<file path="config.mk">
export PLATFORM = sky130hd
export DESIGN_NAME = scl_timing_gen
export DESIGN_NICKNAME = d
export VERILOG_FILES = /design/src/rtl/scl_gen_pkg.sv /design/src/rtl/scl_timing_dp.sv /design/src/rtl/scl_timing_ctl.sv /design/src/rtl/scl_timing_gen.sv
export SDC_FILE = /design/constraint.sdc
export NUM_CORES = 1
export LEC_CHECK = 0
export ABC_AREA = 1
export CAP_MARGIN = 20
export CELL_PAD_IN_SITES_DETAIL_PLACEMENT = 0
export CELL_PAD_IN_SITES_GLOBAL_PLACEMENT = 1
export CORE_MARGIN = 3
export CORE_UTILIZATION = 41
export CTS_CLUSTER_DIAMETER = 200
export DETAILED_ROUTE_END_ITERATION = 12
export PLACE_DENSITY = 0.95
export SYNTH_ARGS = -nofsm -noshare
export SYNTH_HDL_FRONTEND = slang
export SYNTH_SLANG_ARGS = --single-unit
</file>
<file path="constraint.sdc">
create_clock -name clk -period 8.16 [get_ports clk]
set_input_delay 1.632 -clock clk [delete_from_list [all_inputs] [get_ports clk]]
set_output_delay 1.632 -clock clk [all_outputs]
set_load 0.01 [all_outputs]
</file>
<file path="src/rtl/scl_gen_pkg.sv">
package scl_gen_pkg;

  localparam logic [1:0] SPEED_STD  = 2'b01;
  localparam logic [1:0] SPEED_FAST = 2'b10;

  localparam int MIN_PHASE = 6;
  localparam int MIN_SETUP = 2;
  localparam int MIN_HOLD  = 1;

  // reset values of the external timing registers feeding this block
  localparam logic [15:0] RST_STD_HIGH  = 16'h0264;
  localparam logic [15:0] RST_STD_LOW   = 16'h02C2;
  localparam logic [15:0] RST_FAST_HIGH = 16'h006E;
  localparam logic [15:0] RST_FAST_LOW  = 16'h00CF;
  localparam logic [7:0]  RST_HOLD      = 8'h01;
  localparam logic [7:0]  RST_SETUP     = 8'h64;

  typedef enum logic [1:0] {
    ST_IDLE,
    ST_LOW,
    ST_WAIT,
    ST_HIGH
  } sclState_e;

  // control -> datapath strobes
  typedef struct packed {
    logic loadCfg;
    logic cntClear;
    logic cntSetOne;
    logic cntInc;
  } dpCtl_t;

  // datapath -> control compare results
  typedef struct packed {
    logic holdHit;
    logic lowLast;
    logic sampleHit;
    logic highLast;
  } dpFlags_t;

endpackage

</file>
<file path="src/rtl/scl_timing_dp.sv">
module scl_timing_dp
  import scl_gen_pkg::*;
#(
  parameter int CNT_W = 16,
  parameter int SDA_W = 8
) (
  input  logic             clk,
  input  logic             rstN,
  input  dpCtl_t           ctl,
  input  logic [1:0]       speedSel,
  input  logic [CNT_W-1:0] stdHighCnt,
  input  logic [CNT_W-1:0] stdLowCnt,
  input  logic [CNT_W-1:0] fastHighCnt,
  input  logic [CNT_W-1:0] fastLowCnt,
  input  logic [SDA_W-1:0] sdaHoldCnt,
  input  logic [SDA_W-1:0] sdaSetupCnt,
  output dpFlags_t         flags
);

  localparam int CW = CNT_W + 1;

  logic          useFast;
  logic [CW-1:0] rawHigh, rawLow, effHigh, effLow;
  logic [CW-1:0] effHold, effSetup, holdSetup, lowSpan;
  logic [CW-1:0] highLat, lowSpanLat, holdLat;
  logic [CW-1:0] cnt;

  always_comb begin
    useFast   = (speedSel == SPEED_FAST);
    rawHigh   = CW'(useFast ? fastHighCnt : stdHighCnt);
    rawLow    = CW'(useFast ? fastLowCnt : stdLowCnt);
    effHigh   = (rawHigh < CW'(MIN_PHASE)) ? CW'(MIN_PHASE) : rawHigh;
    effLow    = (rawLow < CW'(MIN_PHASE)) ? CW'(MIN_PHASE) : rawLow;
    effHold   = (CW'(sdaHoldCnt) < CW'(MIN_HOLD)) ? CW'(MIN_HOLD) : CW'(sdaHoldCnt);
    effSetup  = (CW'(sdaSetupCnt) < CW'(MIN_SETUP)) ? CW'(MIN_SETUP) : CW'(sdaSetupCnt);
    holdSetup = effHold + effSetup;
    lowSpan   = (effLow > holdSetup) ? effLow : holdSetup;
  end

  always_ff @(posedge clk) begin
    if (!rstN) begin
      highLat    <= CW'(RST_STD_HIGH);
      lowSpanLat <= CW'(RST_STD_LOW);
      holdLat    <= CW'(RST_HOLD);
    end else if (ctl.loadCfg) begin
      highLat    <= effHigh;
      lowSpanLat <= lowSpan;
      holdLat    <= effHold;
    end
  end

  always_ff @(posedge clk) begin
    if (!rstN)              cnt <= '0;
    else if (ctl.cntClear)  cnt <= '0;
    else if (ctl.cntSetOne) cnt <= CW'(1);
    else if (ctl.cntInc)    cnt <= cnt + CW'(1);
  end

  always_comb begin
    flags.holdHit   = (cnt == holdLat);
    flags.lowLast   = (cnt == lowSpanLat - CW'(1));
    flags.sampleHit = (cnt == (highLat >> 1));
    flags.highLast  = (cnt == highLat - CW'(1));
  end

  // captured timing only moves on an accept
  a_r9_cfg_frozen: assert property (@(posedge clk) disable iff (!rstN)
    !ctl.loadCfg |=> ($stable(highLat) && $stable(lowSpanLat) && $stable(holdLat)));

endmodule

</file>
<file path="src/rtl/scl_timing_ctl.sv">
module scl_timing_ctl
  import scl_gen_pkg::*;
(
  input  logic     clk,
  input  logic     rstN,
  input  logic     bitReq,
  input  logic     sclIn,
  input  dpFlags_t flags,
  output dpCtl_t   ctl,
  output logic     bitReady,
  output logic     sclRelease,
  output logic     evFall,
  output logic     evSdaChange,
  output logic     evRise,
  output logic     evSample,
  output logic     bitDone
);

  sclState_e st, stNext;
  logic      accept, fallPend, lowPhase, waitPhase, highPhase;

  always_comb begin
    lowPhase   = (st == ST_LOW);
    waitPhase  = (st == ST_WAIT);
    highPhase  = (st == ST_HIGH);
    bitDone    = highPhase && flags.highLast;
    bitReady   = (st == ST_IDLE) || bitDone;
    accept     = bitReady && bitReq;
    sclRelease = !lowPhase;
    evFall     = fallPend;
    evSdaChange = lowPhase && flags.holdHit;
    evRise     = waitPhase && sclIn;
    evSample   = highPhase && flags.sampleHit;
  end

  always_comb begin
    stNext = st;
    unique case (st)
      ST_IDLE: if (accept) stNext = ST_LOW;
      ST_LOW:  if (flags.lowLast) stNext = ST_WAIT;
      ST_WAIT: if (sclIn) stNext = ST_HIGH;
      ST_HIGH: if (flags.highLast) stNext = accept ? ST_LOW : ST_IDLE;
      default: stNext = ST_IDLE;
    endcase
  end

  always_comb begin
    ctl.loadCfg   = accept;
    ctl.cntClear  = accept || (lowPhase && flags.lowLast);
    ctl.cntSetOne = waitPhase && sclIn;
    ctl.cntInc    = lowPhase || highPhase;
  end

  always_ff @(posedge clk) begin
    if (!rstN) begin
      st       <= ST_IDLE;
      fallPend <= 1'b0;
    end else begin
      st       <= stNext;
      fallPend <= accept;
    end
  end

  // a request while busy never starts a bit
  a_r2_busy_ignored: assert property (@(posedge clk) disable iff (!rstN)
    (!bitReady && bitReq) |=> !evFall);

  // the SDA change point never shares the falling-edge cycle
  a_r6_hold_after_fall: assert property (@(posedge clk) disable iff (!rstN)
    evFall |-> !evSdaChange);

  // a stretched line keeps the block waiting with SCL released
  a_r8_stretch_wait: assert property (@(posedge clk) disable iff (!rstN)
    (waitPhase && !sclIn) |=> (waitPhase && sclRelease && !evSample));

  // strobes are mutually exclusive
  a_r5_events_onehot: assert property (@(posedge clk) disable iff (!rstN)
    $onehot0({evFall, evSdaChange, evRise, evSample, bitDone}));

  // request in the last cycle chains straight into a fall
  a_r10_chain: assert property (@(posedge clk) disable iff (!rstN)
    (bitDone && bitReq) |=> (evFall && !sclRelease));

endmodule

</file>
<file path="src/rtl/scl_timing_gen.sv">
module scl_timing_gen
  import scl_gen_pkg::*;
#(
  parameter int CNT_W = 16,
  parameter int SDA_W = 8
) (
  input  logic             clk,
  input  logic             rstN,
  input  logic             bitReq,
  input  logic             sclIn,
  input  logic [1:0]       speedSel,
  input  logic [CNT_W-1:0] stdHighCnt,
  input  logic [CNT_W-1:0] stdLowCnt,
  input  logic [CNT_W-1:0] fastHighCnt,
  input  logic [CNT_W-1:0] fastLowCnt,
  input  logic [SDA_W-1:0] sdaHoldCnt,
  input  logic [SDA_W-1:0] sdaSetupCnt,
  output logic             bitReady,
  output logic             sclRelease,
  output logic             evFall,
  output logic             evSdaChange,
  output logic             evRise,
  output logic             evSample,
  output logic             bitDone
);

  dpCtl_t   ctlBus;
  dpFlags_t flagBus;

  scl_timing_ctl u_ctl (
    .clk        (clk),
    .rstN       (rstN),
    .bitReq     (bitReq),
    .sclIn      (sclIn),
    .flags      (flagBus),
    .ctl        (ctlBus),
    .bitReady   (bitReady),
    .sclRelease (sclRelease),
    .evFall     (evFall),
    .evSdaChange(evSdaChange),
    .evRise     (evRise),
    .evSample   (evSample),
    .bitDone    (bitDone)
  );

  scl_timing_dp #(
    .CNT_W(CNT_W),
    .SDA_W(SDA_W)
  ) u_dp (
    .clk        (clk),
    .rstN       (rstN),
    .ctl        (ctlBus),
    .speedSel   (speedSel),
    .stdHighCnt (stdHighCnt),
    .stdLowCnt  (stdLowCnt),
    .fastHighCnt(fastHighCnt),
    .fastLowCnt (fastLowCnt),
    .sdaHoldCnt (sdaHoldCnt),
    .sdaSetupCnt(sdaSetupCnt),
    .flags      (flagBus)
  );

endmodule

</file>
# Word-level counts from Yosys, hierarchy flattened
# Cells that the tools add are included.
[totals]
in_bits = 86
latchBits = 0
regBits = 71
n_memories = 0
ramBits = 0
rom_bits = 0
wordCells = 59
[classes]
n_mux = 15
order_cmp = 5
div = 0
multipliers = 0
n_addsub = 4
n_reduce_logical = 15
n_eq_ne = 12
bitwise = 1
shifts = 0
[ops]
columns = ["operator", "n"]
rows = [
  ["== test 17 bit", 3],
  ["two-way mux 17 bit", 3],
  ["less-than comparator 17 x 3 -> 1 bit (second input constant)", 2],
  ["subtractor 17 x 1 -> 17 bit (second input constant)", 2],
  ["two-way mux 16 bit", 2],
  ["adder 17 x 1 -> 17 bit (second input constant)", 1],
  ["adder 17 bit", 1],
  ["== test 17 x 16 -> 1 bit", 1],
  ["greater-than comparator 17 bit", 1],
  ["two-way mux 8 bit", 2],
  ["less-than comparator 8 x 1 -> 1 bit (second input constant)", 1],
  ["less-than comparator 8 x 2 -> 1 bit (second input constant)", 1],
  ["two-way mux 2 bit", 4],
  ["case mux 2 bit (4 select lines)", 1],
  ["== test 2 bit (second input constant)", 3],
  ["logical AND 1 bit", 6],
  ["!= test 2 x 1 -> 1 bit (second input constant)", 3],
  ["AND reduction 4 bit", 1],
  ["logical OR 1 bit", 3],
  ["two-way mux 1 bit", 3],
  ["OR reduction 3 bit", 1],
  ["== test 2 x 1 -> 1 bit (second input constant)", 1],
  ["zero test 2 bit", 1],
  ["!= test 2 bit (second input constant)", 1],
  ["4 further kinds", 4],
]

# Depth between registers and ports, before layout
# Gate-level depths: netlist of run 1.
[logic_depth]
word_depth = 8
depth_mapped = 28
ltp_nobuf = 28

# Hierarchy
# Synthesis of run 1 repeated with hierarchy kept, for this count alone.
[unflattened]
hier_cells = 934
area_unflattened_um2 = 5555.3
[modules_own_cells]
columns = ["module", "area_per_inst_um2", "cells_each", "instances", "seq_area_each_um2"]
rows = [
  ["scl_timing_dp", 5250.0, 885, 1, 1141.1],
  ["scl_timing_ctl", 305.3, 49, 1, 60.1],
]

# Worst setup path before layout of run 1
# No wires, ideal clock.
[synth_timing]
path_kind = "input to register"
start = "in sdaSetupCnt[6]"
end = "reg u_dp.lowSpanLat[3]"
stages = 20
t_arrival_ns = 4.929
setup_slack_ns = 3.104
required_ns = 8.033
path_buffers = 1
path_cell_list = "or4_1 > o31a_1 > ha_1 > fa_1 > nand3_1 > nand3_1 > a21o_1 > a21oi_1 > xnor2_1 > inv_1 > ha_1 > a21oi_1 > nor2_1 > a211oi_1 > o2111ai_1 > nand2_1 > buf_2 > nand2_1 > o21ai_0 > o22ai_2"
[synth_between]
elab_chain_len = 5
[synth_rtl]
columns = ["element", "line", "source"]
rows = [
  ["from (decl)", "scl_timing_gen.sv:17", "input logic [SDA_W-1:0] sdaSetupCnt,"],
  ["less-than comparator 8 x 2 -> 1 bit", "scl_timing_dp.sv:35", "effSetup = (CW'(sdaSetupCnt) < CW'(MIN_SETUP)) ? CW'(MIN_SETUP) : CW'(sdaSetupCnt);"],
  ["two-way mux 8 bit (*)", "scl_timing_dp.sv:35", ""],
  ["adder 17 bit (*)", "scl_timing_dp.sv:36", "holdSetup = effHold + effSetup;"],
  ["greater-than comparator 17 bit", "scl_timing_dp.sv:37", "lowSpan = (effLow > holdSetup) ? effLow : holdSetup;"],
  ["two-way mux 17 bit (*)", "scl_timing_dp.sv:37", ""],
  ["to (signal assigned)", "scl_timing_dp.sv:43", "lowSpanLat <= CW'(RST_STD_LOW);"],
  ["to (signal assigned)", "scl_timing_dp.sv:47", "lowSpanLat <= lowSpan;"],
  ["to (decl)", "scl_timing_dp.sv:25", "logic [CW-1:0] highLat, lowSpanLat, holdLat;"],
]
# Every way passes the cells marked *; elsewhere a longest branch is shown, timed or not.
# A chain may end at the register's enable or synchronous reset.

# Worst setup path in the final report of run 1
[layout_timing]
start = "in sdaSetupCnt[6]"
end = "reg u_dp.lowSpanLat[2]"
# Same word-level chain as after synthesis.

==> metrics.cfg, run 1 <==
[global_routing]
grt_max_degree = 38
grt_pass1_wl_mm = 26.64
antenna_found_initial = 0
overflow = 0
grt_pass1_vias = 5135
track_usage_pct = 23.23

[worst_setup_path]
crit_fanout = 11
r2r_slack_ns = 5.00
arrival_ns = 5.89
path_delay_family = compound AO/OA/AOI/OAI gates
required_ns = 8.36
cp_cell_sequence = clkdlybuf4s50_1 -> or4_1 -> o31a_1 -> ha_1 -> fa_1 -> nand3_1 -> nand3_1 -> a21o_1 -> a21oi_1 -> xnor2_1 -> inv_1 -> ha_1 -> a21oi_1 -> nor2_1 -> a211oi_1 -> o2111ai_1 -> nand2_1 -> inv_1 -> a21oi_1 -> o22ai_2
r2r-end = u_dp.lowSpanLat[9]
slowest_stage = or4_1
crit_top_cell = a21oi_1
worstSetupStartpointType = input pin
end_kind = register
cp_num_buf_inv = 3
rr_worst_depth = 17
reg2reg_from = u_dp.highLat[0]
crit_path_end = u_dp.lowSpanLat[2]
crit_type = input pin to register
worstSetupStartpoint = sdaSetupCnt[6]
cp_slowest_stage_delay_ns = 0.56
cp.depth = 20

[finish]
final_cell_mix = nand2_1, nor2_1, inv_1
drive_above_1_share_pct = 7.322
area_delta_synth_final_pct = 22.96
fillCellCount = 1299
layout_commonest_cell = nand2_1
fin_nets = 1022
diodes = 0

[synth]
synth-simple-area-share_pct = 35.86
async_flop_share_pct = 0
ys_types = 48
yosys_most_used_dff = dfxtp_1
synth_cells = 844
synth_top_family_by_area = simple AND/OR/NAND/NOR gates
synth_compound_area_share_pct = 12.78
avgSynthCellArea_um2 = 6.404
ys_ff_latch = 60
syn_area_mm2 = 0.005405
yosys.area_share.adder_pct = 6.157
yosys_warnings = 0
synthMuxAreaShare_pct = 3.981
synth.net_count = 956
synth_edf_count = 0
synth_xor_area_share_pct = 7.292
yosysSeqAreaShare_pct = 22.22

[timing]
slew_viol_final = 0
holdWs_ns = 0.4867
setup_viol = 0
period_needed_ns = 5.688
fin_crit_sh_pct = 69.70
worstMarginPinSlew_ns = 0.8612
finalSetupTns_ns = 0
skew_ns = 0.009721
finalHoldViolCount = 0
rsz0062_at_grt = false
relSlewSlack_pct = 42.06
fmaxAchievable_mhz = 175.8

[drt]
first_pass_iters = 5
route.detailed.drc = 0
routed_wl_mm = 16.82
drt_iter0_drc = 380
antenna_left = 0
vias_per_cell = 5.180
num_vias = 5631
wl_per_cell_um = 15.48

[cts]
cts-root-buf = clkbuf_16
htree_levels = 3
clk_pin_slew_ns = 0.06
cts_setup_buffers = 0
clock_sinks = 60
cts_buffers = 9
cts-hold-fix-buffers = 0
cts_tree = built
ctsResizeCount = 0
clockBufferDepth = 2
clock_latency_ns = 0.34

[power]
clockPowerShare_pct = 28.7
p_leak_nw = 2.894
ir_drop_mv = 0.08604
power_switching_w = 0.0005514
combinationalPowerShare_pct = 41.6
p_per_area_mw_per_mm2 = 202.7
swShare_pct = 40.94
p_int_w = 0.0007955
p_seq_share_pct = 29.8
total_power_w = 0.001347

[floorplan]
boundaryPins = 93
fp.dieH_um = 120.8
rows = 41
die_w_um = 120.8
core_mm2 = 0.01277
die_area_mm2 = 0.01460
floorplan.initialDensity_pct = 42.32

[place]
hpwl_mm = 13.55
port_buffers = 92
gp_congestion = 0.9285

[worst_hold_path]
hold_class = register to register

[run_status]
outcome = complete, no violations

[job]
cap_violations = 0

## cell families (layout without fill, tap and decap cells)
logic type / Yosys count / in the layout
buf+inv: 151 / 222
simple gates: 437 / 437
compound gates: 105 / 105
fa+ha+maj: 26 / 26
xor+xnor: 45 / 45
flops: 60 / 60
mux: 20 / 20
## state kept, by name, indices dropped and copies added (netlist names)
signal / cells
u_dp.cnt: 17
u_dp.highLat: 16
u_dp.lowSpanLat: 16
u_dp.holdLat: 8
u_ctl.st: 2
u_ctl.evFall: 1
## metrics by stage
step	std cells	utilization (%)	cell area, µm²	setup slack (ns)
floorplan	844	-	5405	3.104
global placement	1071	49.67	6345	2.245
detailed placement	1071	49.67	6345	2.184
CTS	1087	52.03	6646	2.513
global route	1087	52.03	6646	2.060
finish	1087	52.03	6646	2.472
## tightest hold or removal path, stage by stage (launching register included)
cell,delay [ns]
dfxtp_1,0.32
nand2_1,0.07
a21oi_1,0.05
## Yosys cell counts (all sizes together), types with 5 or more instances
library cell / number / area share [%]
a21oi: 21 / 1.9
o22ai: 25 / 4.3
dfxtp: 60 / 22
mux2: 12 / 2.5
nor4: 8 / 0.93
mux2i: 8 / 1.5
xor2: 31 / 5.0
o21ai: 43 / 4.1
ha: 25 / 5.8
nand2: 195 / 14
nand3b: 5 / 0.69
xnor2: 14 / 2.3
nor3: 8 / 0.74
buf: 22 / 2.7
nor2: 121 / 9.3
clkbuf: 17 / 1.2
nand4: 25 / 3.0
nand3: 69 / 6.4
inv: 109 / 7.6
## worst min path at each step
| stage | slack, ns | depth (start not counted) | to | from |
|---|---|---|---|---|
| global route | 0.50 | 2 | u_dp.cnt[16] | u_dp.cnt[16] |
| global placement | 0.47 | 2 | u_dp.cnt[16] | u_dp.cnt[16] |
| detailed placement | 0.47 | 2 | u_dp.cnt[16] | u_dp.cnt[16] |
| floorplan | 0.45 | 2 | u_dp.cnt[16] | u_dp.cnt[16] |
| finish | 0.49 | 2 | u_dp.cnt[16] | u_dp.cnt[16] |
| CTS | 0.48 | 2 | u_dp.cnt[16] | u_dp.cnt[16] |
## power by group through the flow
stage               sequential (W)  combinational, W  clock, W
global route              0.000407          0.000627  0.000406
CTS                       0.000399          0.000554  0.000390
floorplan                 0.000383          0.000404         0
finish                    0.000401          0.000560  0.000386
global placement          0.000404          0.000548         0
detailed placement        0.000405          0.000551         0
## area by class of cell
cell class / instances / area [µm²] / area share (%)
clock inverter: 7 / 76.32 / 1.148
inverter: 112 / 421.7 / 6.344
clock buffer: 9 / 225.2 / 3.389
tap: 172 / 215.2 / 3.238
multi-input combinational: 633 / 3571 / 53.73
timing repair buffer: 94 / 935.9 / 14.08
sequential: 60 / 1201 / 18.07
## per-layer routing
| metal | wire length, µm | vias up | share of wire (%) | track usage [%] |
|---|---|---|---|---|
| met5 | 0 | - | 0 | 0 |
| li1 | - | 2895 | - | - |
| met4 | 295 | 0 | 1.8 | 6.445 |
| met1 | 7797 | 2529 | 46 | 32.04 |
| met3 | 1072 | 24 | 6.4 | 3.742 |
| met2 | 7658 | 183 | 46 | 37.51 |
Power figures use the tool's default switching activity.
==> run 2: changes to the inputs <==
Settings changed: CORE_UTILIZATION 41 to 38, PLACE_DENSITY 0.95 to 0.92.
Clock period 8.16 ns to 5.24 ns, I/O delays scaled along.
==> run 2 against run 1 <==
  * Clock power rose by 82%
  * Die area grew 7.5%
  * Final cell count grew 0.74%
  * Via count is 0.89% higher
  * Non-clock buffer count up 4
  * Largest cell class unchanged
==> metrics.cfg, run 2 (synthesis gave the netlist of run 1 again) <==
[run_status]
outcome = complete, no violations

[floorplan]
boundaryPins = 93
die_area_mm2 = 0.01569
fp.dieH_um = 125.3
rows = 42
floorplan.initialDensity_pct = 39.87
core_mm2 = 0.01356
die_w_um = 125.3

[timing]
fin_crit_sh_pct = 93.80
fmaxAchievable_mhz = 203.5
skew_ns = 0.006920
setup_viol = 0
finalHoldViolCount = 0
worstMarginPinSlew_ns = 0.8049
relSlewSlack_pct = 45.85
slew_viol_final = 0
rsz0062_at_grt = false
period_needed_ns = 4.915

[place]
port_buffers = 92
hpwl_mm = 13.57
gp_congestion = 0.9538
place_inst = 1079

[worst_setup_path]
r2r_slack_ns = 2.18
end_kind = register
worstSetupStartpointType = input pin
crit_type = input pin to register
arrival_ns = 5.11
reg2reg_from = u_dp.highLat[0]
required_ns = 5.43
crit_path_end = u_dp.lowSpanLat[5]
rr_worst_depth = 17
r2r-end = u_dp.lowSpanLat[6]
worstSetupStartpoint = sdaSetupCnt[6]
crit_fanout = 10

[drt]
antenna_left = 0
drt_iter0_drc = 438
num_vias = 5681
vias_per_cell = 5.188
first_pass_iters = 5
routed_wl_mm = 16.80
wl_per_cell_um = 15.34
route.detailed.drc = 0

[finish]
utilization_pct = 49.68
diodes = 0
largest_reg_flops = 17
fin_nets = 1026
max_flop_register = u_dp.cnt
fillCellCount = 1415
final_cell_mix = nand2_1, nor2_1, inv_1
multi_input_area_mm2 = 0.003575
seqCellArea_mm2 = 0.001201
largestRegisters = u_dp.cnt: 17 flops, u_dp.highLat: 16 flops, u_dp.lowSpanLat: 16 flops
stdcell_count = 1095
area_delta_synth_final_pct = 24.61
drive_above_1_share_pct = 7.835
layout_commonest_cell = nand2_1

[cts]
clk_pin_slew_ns = 0.05
cts_buffers = 9
cts-hold-fix-buffers = 0
clock_sinks = 60
clockBufferDepth = 2
ctsResizeCount = 0
clock_latency_ns = 0.33
cts_setup_buffers = 0
cts_tree = built
htree_levels = 3
cts-root-buf = clkbuf_16

[global_routing]
met2_usage_pct = 33.98
grt_pass1_wl_mm = 27.52
antenna_found_initial = 0
met1_usage_pct = 29.53
track_usage_pct = 21.41
use_met3_pct = 4.009
overflow = 0
grt-busiest-layer = met2
grt_max_degree = 31
grt_pass1_vias = 5369

[power]
p_leak_nw = 2.946
p_per_area_mw_per_mm2 = 326.9
ir_drop_mv = 0.1332

[job]
cap_violations = 0

[worst_hold_path]
hold_class = register to register

[run 2: report_power, final]
group          total, W  internal, W  switching [W]
clock          0.000702     0.000490       0.000213
sequential     0.000625     0.000528      0.0000972
combinational  0.000875     0.000343       0.000532
total           0.00220      0.00136       0.000841
[run 2: final cells by class]
cell class	count	share of cell area [%]
multi-input cells	633	53.07
flip-flops and latches	60	17.83
repair buffers	98	14.34
inverters	112	6.260
clock buffers	12	3.808
well taps	176	3.270
clock inverters	4	1.412
[run 2: worst min-delay path by stage]
| stage | cells past startpoint | startpoint | endpoint |
|---|---|---|---|
| 6_report | 2 | u_dp.cnt[16] | u_dp.cnt[16] |
| 3_5_place_dp | 2 | u_dp.cnt[16] | u_dp.cnt[16] |
| 4_1_cts | 2 | u_dp.cnt[16] | u_dp.cnt[16] |
| 5_1_grt | 2 | u_dp.holdLat[4] | u_dp.holdLat[4] |
| 2_1_floorplan | 2 | u_dp.cnt[16] | u_dp.cnt[16] |
| 3_3_place_gp | 2 | u_dp.cnt[16] | u_dp.cnt[16] |
[run 2: routing by layer]
metal | part of all wire (%) | vias to the layer above
li1 | - | 2896
met5 | 0 | -
met1 | 48 | 2551
met2 | 44 | 206
met3 | 6.3 | 28
met4 | 2.1 | 0
[run 2: stage by stage]
stage / hold slack, ns / TNS, ns / total power [W] / setup slack (ns) / instance area (µm²)
after global routing: 0.5172 / 0 / 0.002349 / 0.04224 / 6735
after floorplan: 0.4528 / 0 / 0.001227 / 0.7684 / 5405
after CTS: 0.4823 / 0 / 0.002192 / 0.2754 / 6731
after detailed placement: 0.4753 / -0.0006990 / 0.001487 / -0.0006990 / 6380
after global placement: 0.4721 / 0 / 0.001484 / 0.08021 / 6380
final: 0.4850 / 0 / 0.002202 / 0.3249 / 6735
[run 2: worst max-delay path: stages]
cell and delay [ns]:
clkdlybuf4s50_1 0.42, or4_1 0.56, o31a_1 0.26, ha_1 0.21, fa_1 0.41, nand3_1 0.10, nand3_1 0.10, a21o_1 0.18
a21oi_2 0.16, inv_1 0.05, a21oi_1 0.12, o21bai_1 0.09, inv_1 0.08, ha_1 0.26, nand2_1 0.09, nor2_1 0.05
a211oi_1 0.21, o2111ai_1 0.16, nand2_1 0.12, buf_4 0.16, nand2_1 0.05, o21ai_1 0.10, o22ai_2 0.10
==> run 3: changes to the inputs <==
Settings changed: SETUP_SLACK_MARGIN set to 0.1.
==> run 3 against run 2 <==
  * Clock power hardly changed
  * Routed wire length is 0.24% lower
  * Die area stayed put
  * Critical path type unchanged
  * Largest power group unchanged
==> metrics.cfg, run 3 (synthesis gave the netlist of run 1 again) <==
[power]
p_per_area_mw_per_mm2 = 326.3
total_power_w = 0.002203
ir_drop_mv = 0.1337
p_leak_nw = 2.948

[global_routing]
track_usage_pct = 21.41
grt_pass1_wl_mm = 27.52
grt_max_degree = 31
overflow = 0
grt_pass1_vias = 5369
antenna_found_initial = 0

[worst_setup_path]
r2r_slack_ns = 2.21
path_delay_family = compound AO/OA/AOI/OAI gates
r2r-end = u_dp.lowSpanLat[6]
cp_num_buf_inv = 4
crit_type = input pin to register
cp_slowest_stage_delay_ns = 0.56
worstSetupStartpointType = input pin
crit_fanout = 10
end_kind = register
required_ns = 5.43
cp_cell_sequence = clkdlybuf4s50_1 -> or4_1 -> o31a_1 -> ha_1 -> fa_1 -> nand3_1 -> nand3_1 -> a21o_1 -> a21oi_2 -> inv_1 -> a21oi_1 -> o21bai_1 -> inv_1 -> ha_1 -> nand2_1 -> nor2_1 -> a211oi_2 -> o2111ai_2 -> nand2_1 -> buf_4 -> nand2_1 -> o21ai_1 -> o22ai_2
arrival_ns = 5.06
rr_worst_depth = 17
reg2reg_from = u_dp.highLat[0]
crit_top_cell = nand2_1
slowest_stage = or4_1

[floorplan]
die_w_um = 125.3
boundaryPins = 93
core_mm2 = 0.01356
fp.dieH_um = 125.3
floorplan.initialDensity_pct = 39.87
rows = 42
die_area_mm2 = 0.01569

[finish]
fin_nets = 1026
drive_above_1_share_pct = 8.270
largest_reg_flops = 17
diodes = 0
max_flop_register = u_dp.cnt
fillCellCount = 1412
area_delta_synth_final_pct = 24.93
seqCellArea_mm2 = 0.001201
final_cell_mix = nand2_1, nor2_1, inv_1
finalInstanceArea_mm2 = 0.006753
layout_commonest_cell = nand2_1
largestRegisters = u_dp.cnt: 17 flops, u_dp.highLat: 16 flops, u_dp.lowSpanLat: 16 flops
multi_input_area_mm2 = 0.003592

[cts]
clk_pin_slew_ns = 0.05
clockBufferDepth = 2
cts_buffers = 9
htree_levels = 3
cts-root-buf = clkbuf_16
clock_sinks = 60
cts_tree = built
clock_latency_ns = 0.33
cts_setup_buffers = 0

[drt]
num_vias = 5689
route.detailed.drc = 0
wl_per_cell_um = 15.31
first_pass_iters = 5
wl_met3_mm = 1.145
drt-met1-wl_mm = 7.838
vias_per_cell = 5.195
top_layer = met4
dr_wl_met2_mm = 7.411
antenna_left = 0
drt_iter0_drc = 508
routed_wl_mm = 16.76

[run_status]
outcome = complete, no violations

[timing]
fin_ws_ns = 0.3709
skew_ns = 0.008182
relSlewSlack_pct = 45.74
fmaxAchievable_mhz = 205.4
period_needed_ns = 4.869
holdWs_ns = 0.4879
finalSetupTns_ns = 0
setup_viol = 0
fin_crit_sh_pct = 92.92
slew_viol_final = 0
worstMarginPinSlew_ns = 0.8065
rsz0062_at_grt = false
finalHoldViolCount = 0

[place]
gp_congestion = 0.9538
place_area_mm2 = 0.006380
port_buffers = 92
hpwl_mm = 13.57
post-place-ws_ns = -0.0006990

[worst_hold_path]
hold_class = register to register
hp-start = u_dp.cnt[16]
worstHoldEndpoint = u_dp.cnt[16]
holdPathStages = 2

[job]
cap_violations = 0

==> run 3: timing repair <==
item                       CTS  global route
setup endpoints to repair    0             9
hold endpoints to repair     0             0
resized for setup            0             8
hold buffers                 0             0
==> run 3: tightest hold or removal path, cell delays in order, from the launching register on <==
cell	delay [ns]
dfxtp_1	0.32
nand2_1	0.07
a21oi_1	0.05
==> run 3: through the flow <==
stage                     cells  utilization, %
after CTS                  1095           49.65
after global placement     1079           47.06
after detailed placement   1079           47.06
final                      1095           49.81
after floorplan             844               -
after global routing       1095           49.81
==> run 3: area by class of cell <==
type	instances	area share [%]
repair buffers	98	14.30
flip-flops and latches	60	17.79
multi-input cells	633	53.20
clock buffers	12	3.798
clock inverters	4	1.408
well taps	176	3.261
inverters	112	6.244
==> run 3: layer usage <==
metal	vias to the layer above	track usage, %
li1	2897	-
met5	-	0
met4	0	6.696
met1	2569	29.53
met3	25	4.009
met2	198	33.98
==> run 3: worst max-delay path by stage <==
stage	from	cells after the start	end	slack (ns)
2_1_floorplan	sdaSetupCnt[6]	20	u_dp.lowSpanLat[3]	0.77
3_3_place_gp	sdaSetupCnt[6]	20	u_dp.lowSpanLat[2]	0.08
3_5_place_dp	sdaSetupCnt[6]	22	u_dp.lowSpanLat[2]	-0.0007
4_1_cts	sdaSetupCnt[6]	22	u_dp.lowSpanLat[5]	0.28
5_1_grt	sdaSetupCnt[6]	23	u_dp.lowSpanLat[4]	0.11
6_report	sdaSetupCnt[6]	23	u_dp.lowSpanLat[3]	0.37
==> run 3: report_power, final <==
| group | switching, W | leakage [nW] | total (W) | internal [W] |
|---|---|---|---|---|
| clock | 0.000214 | 0.173 | 0.000704 | 0.000490 |
| combinational | 0.000531 | 2.29 | 0.000875 | 0.000344 |
| sequential | 0.0000965 | 0.491 | 0.000624 | 0.000528 |
| total | 0.000841 | 2.95 | 0.00220 | 0.00136 |
